`src/rtl/ssc_pkg.sv`:
```
package ssc_pkg;

    typedef enum logic [1:0] {
        REQ_S0 = 2'b00,
        REQ_S3 = 2'b01,
        REQ_S5 = 2'b10,
        REQ_RSV = 2'b11
    } sleep_req_e;

    typedef enum logic [2:0] {
        ST_AWAKE   = 3'd0,
        ST_WAIT_S3 = 3'd1,
        ST_WAIT_S5 = 3'd2,
        ST_SAVE_S3 = 3'd3,
        ST_SAVE_S5 = 3'd4
    } ssc_state_e;

endpackage

```
`src/rtl/ssc_tick_counter.sv`:
```
module ssc_tick_counter #(
    parameter int CNT_W = 13
) (
    input  logic             clk,
    input  logic             rst_n,
    input  logic             clr,
    input  logic             inc,
    output logic [CNT_W-1:0] cnt
);

    always_ff @(posedge clk or negedge rst_n) begin
        if (!rst_n) begin
            cnt <= '0;
        end else if (clr) begin
            cnt <= '0;
        end else if (inc) begin
            cnt <= cnt + 1'b1;
        end
    end

endmodule

```
`src/rtl/ssc_fsm.sv`:
```
module ssc_fsm
    import ssc_pkg::*;
#(
    parameter int S3_TICKS = 1024,
    parameter int S5_TICKS = 6400,
    parameter int CNT_W    = 13
) (
    input  logic             clk,
    input  logic             rst_n,
    input  logic [1:0]       sleep_state,
    input  logic             tick_1ms,
    input  logic [CNT_W-1:0] cnt,
    output logic             cnt_clr,
    output logic             cnt_inc,
    output logic             pwr_deep_n
);

    localparam logic [CNT_W-1:0] LAST_S3 = CNT_W'(S3_TICKS - 1);
    localparam logic [CNT_W-1:0] LAST_S5 = CNT_W'(S5_TICKS - 1);

    ssc_state_e st, st_nx;
    sleep_req_e req;
    logic       inc_nx;

    assign req = sleep_req_e'(sleep_state);

    // next-state and counter control
    always_comb begin
        st_nx  = st;
        inc_nx = 1'b0;
        unique case (st)
            ST_AWAKE: begin
                if (req == REQ_S3)      st_nx = ST_WAIT_S3;
                else if (req == REQ_S5) st_nx = ST_WAIT_S5;
            end
            ST_WAIT_S3: begin
                if (req == REQ_S5)      st_nx = ST_WAIT_S5;
                else if (req != REQ_S3) st_nx = ST_AWAKE;
                else if (tick_1ms) begin
                    if (cnt == LAST_S3) st_nx = ST_SAVE_S3;
                    else                inc_nx = 1'b1;
                end
            end
            ST_WAIT_S5: begin
                if (req == REQ_S3)      st_nx = ST_WAIT_S3;
                else if (req != REQ_S5) st_nx = ST_AWAKE;
                else if (tick_1ms) begin
                    if (cnt == LAST_S5) st_nx = ST_SAVE_S5;
                    else                inc_nx = 1'b1;
                end
            end
            ST_SAVE_S3: begin
                if (req == REQ_S5)      st_nx = ST_WAIT_S5;
                else if (req != REQ_S3) st_nx = ST_AWAKE;
            end
            ST_SAVE_S5: begin
                if (req == REQ_S3)      st_nx = ST_WAIT_S3;
                else if (req != REQ_S5) st_nx = ST_AWAKE;
            end
            default: st_nx = ST_AWAKE;
        endcase
    end

    assign cnt_clr = (st_nx != st);
    assign cnt_inc = inc_nx;

    // state register
    always_ff @(posedge clk or negedge rst_n) begin
        if (!rst_n) st <= ST_AWAKE;
        else        st <= st_nx;
    end

    // outputs
    always_comb begin
        pwr_deep_n = !((st == ST_SAVE_S3) || (st == ST_SAVE_S5));
    end

    AST_S0_RELEASES: assert property (@(posedge clk) disable iff (!rst_n)
        (sleep_state == 2'b00 || sleep_state == 2'b11) |=> pwr_deep_n);
    AST_CNT_IN_RANGE: assert property (@(posedge clk) disable iff (!rst_n)
        cnt < CNT_W'(S5_TICKS));
    AST_SAVE_NEEDS_TICK: assert property (@(posedge clk) disable iff (!rst_n)
        $fell(pwr_deep_n) |-> $past(tick_1ms));
    AST_NEW_STATE_ZERO: assert property (@(posedge clk) disable iff (!rst_n)
        (st != $past(st)) |-> (cnt == '0));
    AST_SAVE_HELD: assert property (@(posedge clk) disable iff (!rst_n)
        (!pwr_deep_n && $stable(sleep_state) && sleep_state != 2'b00 && sleep_state != 2'b11)
        |=> !pwr_deep_n);

endmodule

```
`src/rtl/sleep_saving_ctrl.sv`:
```
module sleep_saving_ctrl #(
    parameter int S3_TICKS = 1024,
    parameter int S5_TICKS = 6400
) (
    input  logic       clk,
    input  logic       rst_n,
    input  logic [1:0] sleep_state,
    input  logic       sus_slp_n,
    input  logic       tick_1ms,
    output logic       pwr_sus_n,
    output logic       pwr_deep_n
);

    localparam int MAX_TICKS = (S3_TICKS > S5_TICKS) ? S3_TICKS : S5_TICKS;
    localparam int CNT_W     = $clog2(MAX_TICKS + 1);

    logic [CNT_W-1:0] cnt;
    logic             cnt_clr;
    logic             cnt_inc;

    assign pwr_sus_n = sus_slp_n;

    ssc_tick_counter #(.CNT_W(CNT_W)) u_cnt (
        .clk   (clk),
        .rst_n (rst_n),
        .clr   (cnt_clr),
        .inc   (cnt_inc),
        .cnt   (cnt)
    );

    ssc_fsm #(
        .S3_TICKS (S3_TICKS),
        .S5_TICKS (S5_TICKS),
        .CNT_W    (CNT_W)
    ) u_fsm (
        .clk         (clk),
        .rst_n       (rst_n),
        .sleep_state (sleep_state),
        .tick_1ms    (tick_1ms),
        .cnt         (cnt),
        .cnt_clr     (cnt_clr),
        .cnt_inc     (cnt_inc),
        .pwr_deep_n  (pwr_deep_n)
    );

    AST_RESET_RELEASED: assert property (@(posedge clk) $rose(rst_n) |-> pwr_deep_n);

endmodule

```
`config.mk`:
```
export PLATFORM = sky130hd
export DESIGN_NAME = sleep_saving_ctrl
export DESIGN_NICKNAME = d
export VERILOG_FILES = /design/src/rtl/ssc_pkg.sv /design/src/rtl/ssc_tick_counter.sv /design/src/rtl/ssc_fsm.sv /design/src/rtl/sleep_saving_ctrl.sv
export SDC_FILE = /design/constraint.sdc
export NUM_CORES = 1
export LEC_CHECK = 0
export ABC_AREA = 1
export CAP_MARGIN = 20
export CORE_MARGIN = 2
export CORE_UTILIZATION = 32
export DETAILED_ROUTE_END_ITERATION = 10
export GPL_ROUTABILITY_DRIVEN = 0
export PLACE_DENSITY = 0.56
export SYNTH_ARGS = -nofsm -noshare
export SYNTH_HDL_FRONTEND = slang
export SYNTH_SLANG_ARGS = --single-unit
```
`constraint.sdc`:
```
create_clock -name clk -period 1.8 [get_ports clk]
set_clock_uncertainty 0.15 [all_clocks]
set_input_delay 0.18 -clock clk [delete_from_list [all_inputs] [get_ports clk]]
set_output_delay 0.18 -clock clk [all_outputs]
set_load 0.03 [all_outputs]
```
==> results.sh <==
export IMPL_status="finished, violations left"
export IMPL_failed_checks="negative setup slack"
export IMPL_dp_hpwl_um=1850
export IMPL_peakVddDrop_mv=0.433
export IMPL_seq_area_frac_synth=0.346
export IMPL_synth_largest_area_cell="dfrtp_1"
export IMPL_cts_max_level=1
export IMPL_tightest_slew_ps=274
export IMPL_area_growth_synth_to_final_pct=44.2
export IMPL_synth_simple_gate_area_frac=0.457
export IMPL_final_layout_size_suffix_gt1_frac=0.477
export IMPL_antenna_found_initial=0
export IMPL_fillCellCount=325
export IMPL_postCtsHoldBufs=0
export IMPL_setup_viol=9
export IMPL_final_core_util=0.489
export IMPL_p_leak_uw=0.000724
export IMPL_insertion_delay_ps=290
export IMPL_synth_compound_area_frac=0.0357
export IMPL_synthFlopType="dfrtp_1"
export IMPL_die_x_um=64.1
export IMPL_pwr_share_clk=0.315
export IMPL_synth_top_cell_area_share=0.346
export IMPL_power_share_combinational=0.210
export IMPL_grt_pass1_wl_um=4430
export IMPL_drc=0
export IMPL_synth_area_leaders="dfrtp_1 (35%), nand2_1 (10%), nor2_1 (7.1%)"
export IMPL_die_area_um2=4110
export IMPL_grt_max_degree=17
export IMPL_drt_total_wl_um=2820
export IMPL_maxCapViolations=0
export IMPL_post_route_period_util=1.03
export IMPL_relSlewSlack=0.817
export IMPL_grt_pass1_vias=1057
export IMPL_power_switching_uw=214
export IMPL_synth_cells=159
export IMPL_path_clk_slew_ps=100
export IMPL_rsz0062_at_grt="yes"
export IMPL_layoutNonFillerInstCount=241
export IMPL_path_class="flip-flop to flip-flop"
export IMPL_drt_iter0_drc=50
export IMPL_crit_path_max_fanout=6
export IMPL_synth_nets=166
export IMPL_synth_top_family_by_area="simple AND/OR/NAND/NOR gates"
export IMPL_ys_types=28
export IMPL_first_pass_iters=4
export IMPL_cts_path_max_buffers=2
export IMPL_arrival_ps=1880
export IMPL_powerDensity_nw_per_um2=466
export IMPL_avgSynthCellArea_um2=7.28
export IMPL_p_int_uw=563
export IMPL_io_pins=8
export IMPL_seq_area_um2=403
export IMPL_synth_common_cells="nand2_1 (31), nor2_1 (22), dfrtp_1 (16), nand3_1 (16), inv_1 (14)"
export IMPL_ys_seq_elements=16
export IMPL_diodes=0
export IMPL_grt_util_all_layers=0.135
export IMPL_end_kind="flip-flop"
export IMPL_yosysWarnings=0
export IMPL_cts_sinks=16
export IMPL_wl_per_cell_um=11.7
export IMPL_root_buffer="clkbuf_4"
export IMPL_pre_cts_slack_ps=-146
export IMPL_design_core_area_um2=3420
export IMPL_netlist_area_um2=1160
export IMPL_grt_ovfl_total=0
export IMPL_synthAdderAreaFrac=0.0108
export IMPL_required_ps=1830
export IMPL_pwr_share_seq=0.474
export IMPL_synth_edf_count=0
export IMPL_cts_tree="built"
export IMPL_final_nets=203
export IMPL_start_kind="flip-flop"
export IMPL_drv_slew=0
export IMPL_vias=1130
export IMPL_cts_buffers=3
export IMPL_min_period_ps=1850
export IMPL_multi_input_area_um2=805
export IMPL_die_height_um=64.1
export IMPL_std_cell_rows=21
export IMPL_port_buffers=5
export IMPL_postSynth_asyncResetShare=1.00
export IMPL_report_final_hold_viol_count=0
export IMPL_start_util=0.339
export IMPL_synth_xor_area_frac=0.0595
export IMPL_yosysMostFrequentCell="nand2_1"
export IMPL_synthMuxAreaShare=0
export IMPL_drtAntennaViolNets=0
export IMPL_via_per_inst=4.69
export IMPL_fin_ws_ps=-45.9
export IMPL_dp_cells=228
export IMPL_max_freq_mhz=542
export IMPL_worstHoldPathType="primary input to async pin"
export IMPL_netSwitchingFraction=0.275
[worst max-delay path, stage by stage, from the launching register on]
cell and delay (ps):
dfrtp_1 410, ha_4 180, nand2_4 70, nor2_4 130
nand2_4 70, nor2_4 110, nand2_2 80, a21oi_2 150
nand2_2 90, nand2_4 90, clkbuf_16 170, nor2_4 30
[power by group through the flow]
stage	Combinational (uW)	Sequential, uW	Clock, uW
6_report	163	369	245
5_1_grt	177	370	273
4_1_cts	123	368	251
3_5_place_dp	121	375	0
3_3_place_gp	120	375	0
2_1_floorplan	64.9	374	0
[metal layers]
metal,up-vias,share of wire,GRT usage
met5,-,0,0
met4,0,0.0046,0.0239
met3,2,0.033,0.0370
met2,21,0.50,0.228
met1,530,0.46,0.175
li1,577,-,-
[stage by stage]
step	power [uW]	hold WS, ps	TNS [ps]	instance area, um^2
6_report	777	43.1	-272	1670
5_1_grt	820	45.6	-1530	1670
4_1_cts	742	47.5	-7.77	1450
3_5_place_dp	496	210	-1280	1410
3_3_place_gp	495	210	-782	1410
2_1_floorplan	439	-266	0	1160
[final cells by class]
class,instances,share of cell area
Clock buffer,4,0.0217
Inverter,20,0.0450
Multi-Input combinational cell,121,0.482
Sequential cell,16,0.241
Tap cell,46,0.0345
Timing Repair Buffer,34,0.175
[cells in the final DEF (no fill, tap or decap), drive strengths merged, types with 2 or more instances in the layout]
cell / Yosys / final
nand3: 17 / 17
xor2: 6 / 6
nand4: 5 / 5
clkbuf: 0 / 6
nor3: 4 / 4
dfrtp: 16 / 16
nand2: 42 / 43
a21oi: 4 / 4
inv: 19 / 19
buf: 3 / 28
o21ai: 2 / 2
nor2: 36 / 36
clkdlybuf4s50: 0 / 4
[cell families after synthesis]
| logic type | count (synthesis) |
|---|---|
| buffers and inverters | 23 |
| XOR/XNOR | 7 |
| flip-flops | 16 |
| adder cells (fa/ha/maj) | 1 |
| AO/OA/AOI/OAI | 7 |
| AND/OR/NAND/NOR | 105 |
[final timing paths]
kind	from	endpoint	slack [ps]	cells past startpoint
worst max-delay path	u_cnt.cnt[1]	u_cnt.cnt[7]	-50	11
worst min-delay path	rst_n	u_fsm.st[0]	40	2
worst max register to register	u_cnt.cnt[1]	u_cnt.cnt[7]	-50	11
worst min register to register	u_cnt.cnt[9]	u_cnt.cnt[9]	470	3
max in group asynchronous	rst_n	u_fsm.st[2]	1260	2
min in group clk	sus_slp_n	pwr_sus_n	210	0
[repair_timing]
action / 4_1_cts / 5_1_grt
pin swaps: 4 / 8
gates cloned: 0 / 2
setup endpoints to repair: 14 / 14
buffers inserted: 0 / 7
resized for setup: 6 / 33
[sequential cells by signal, indices dropped and copies added, names as in the netlist]
register	count
u_cnt.cnt	13
u_fsm.st	3
No activity file was read; power rests on OpenSTA's default activity.
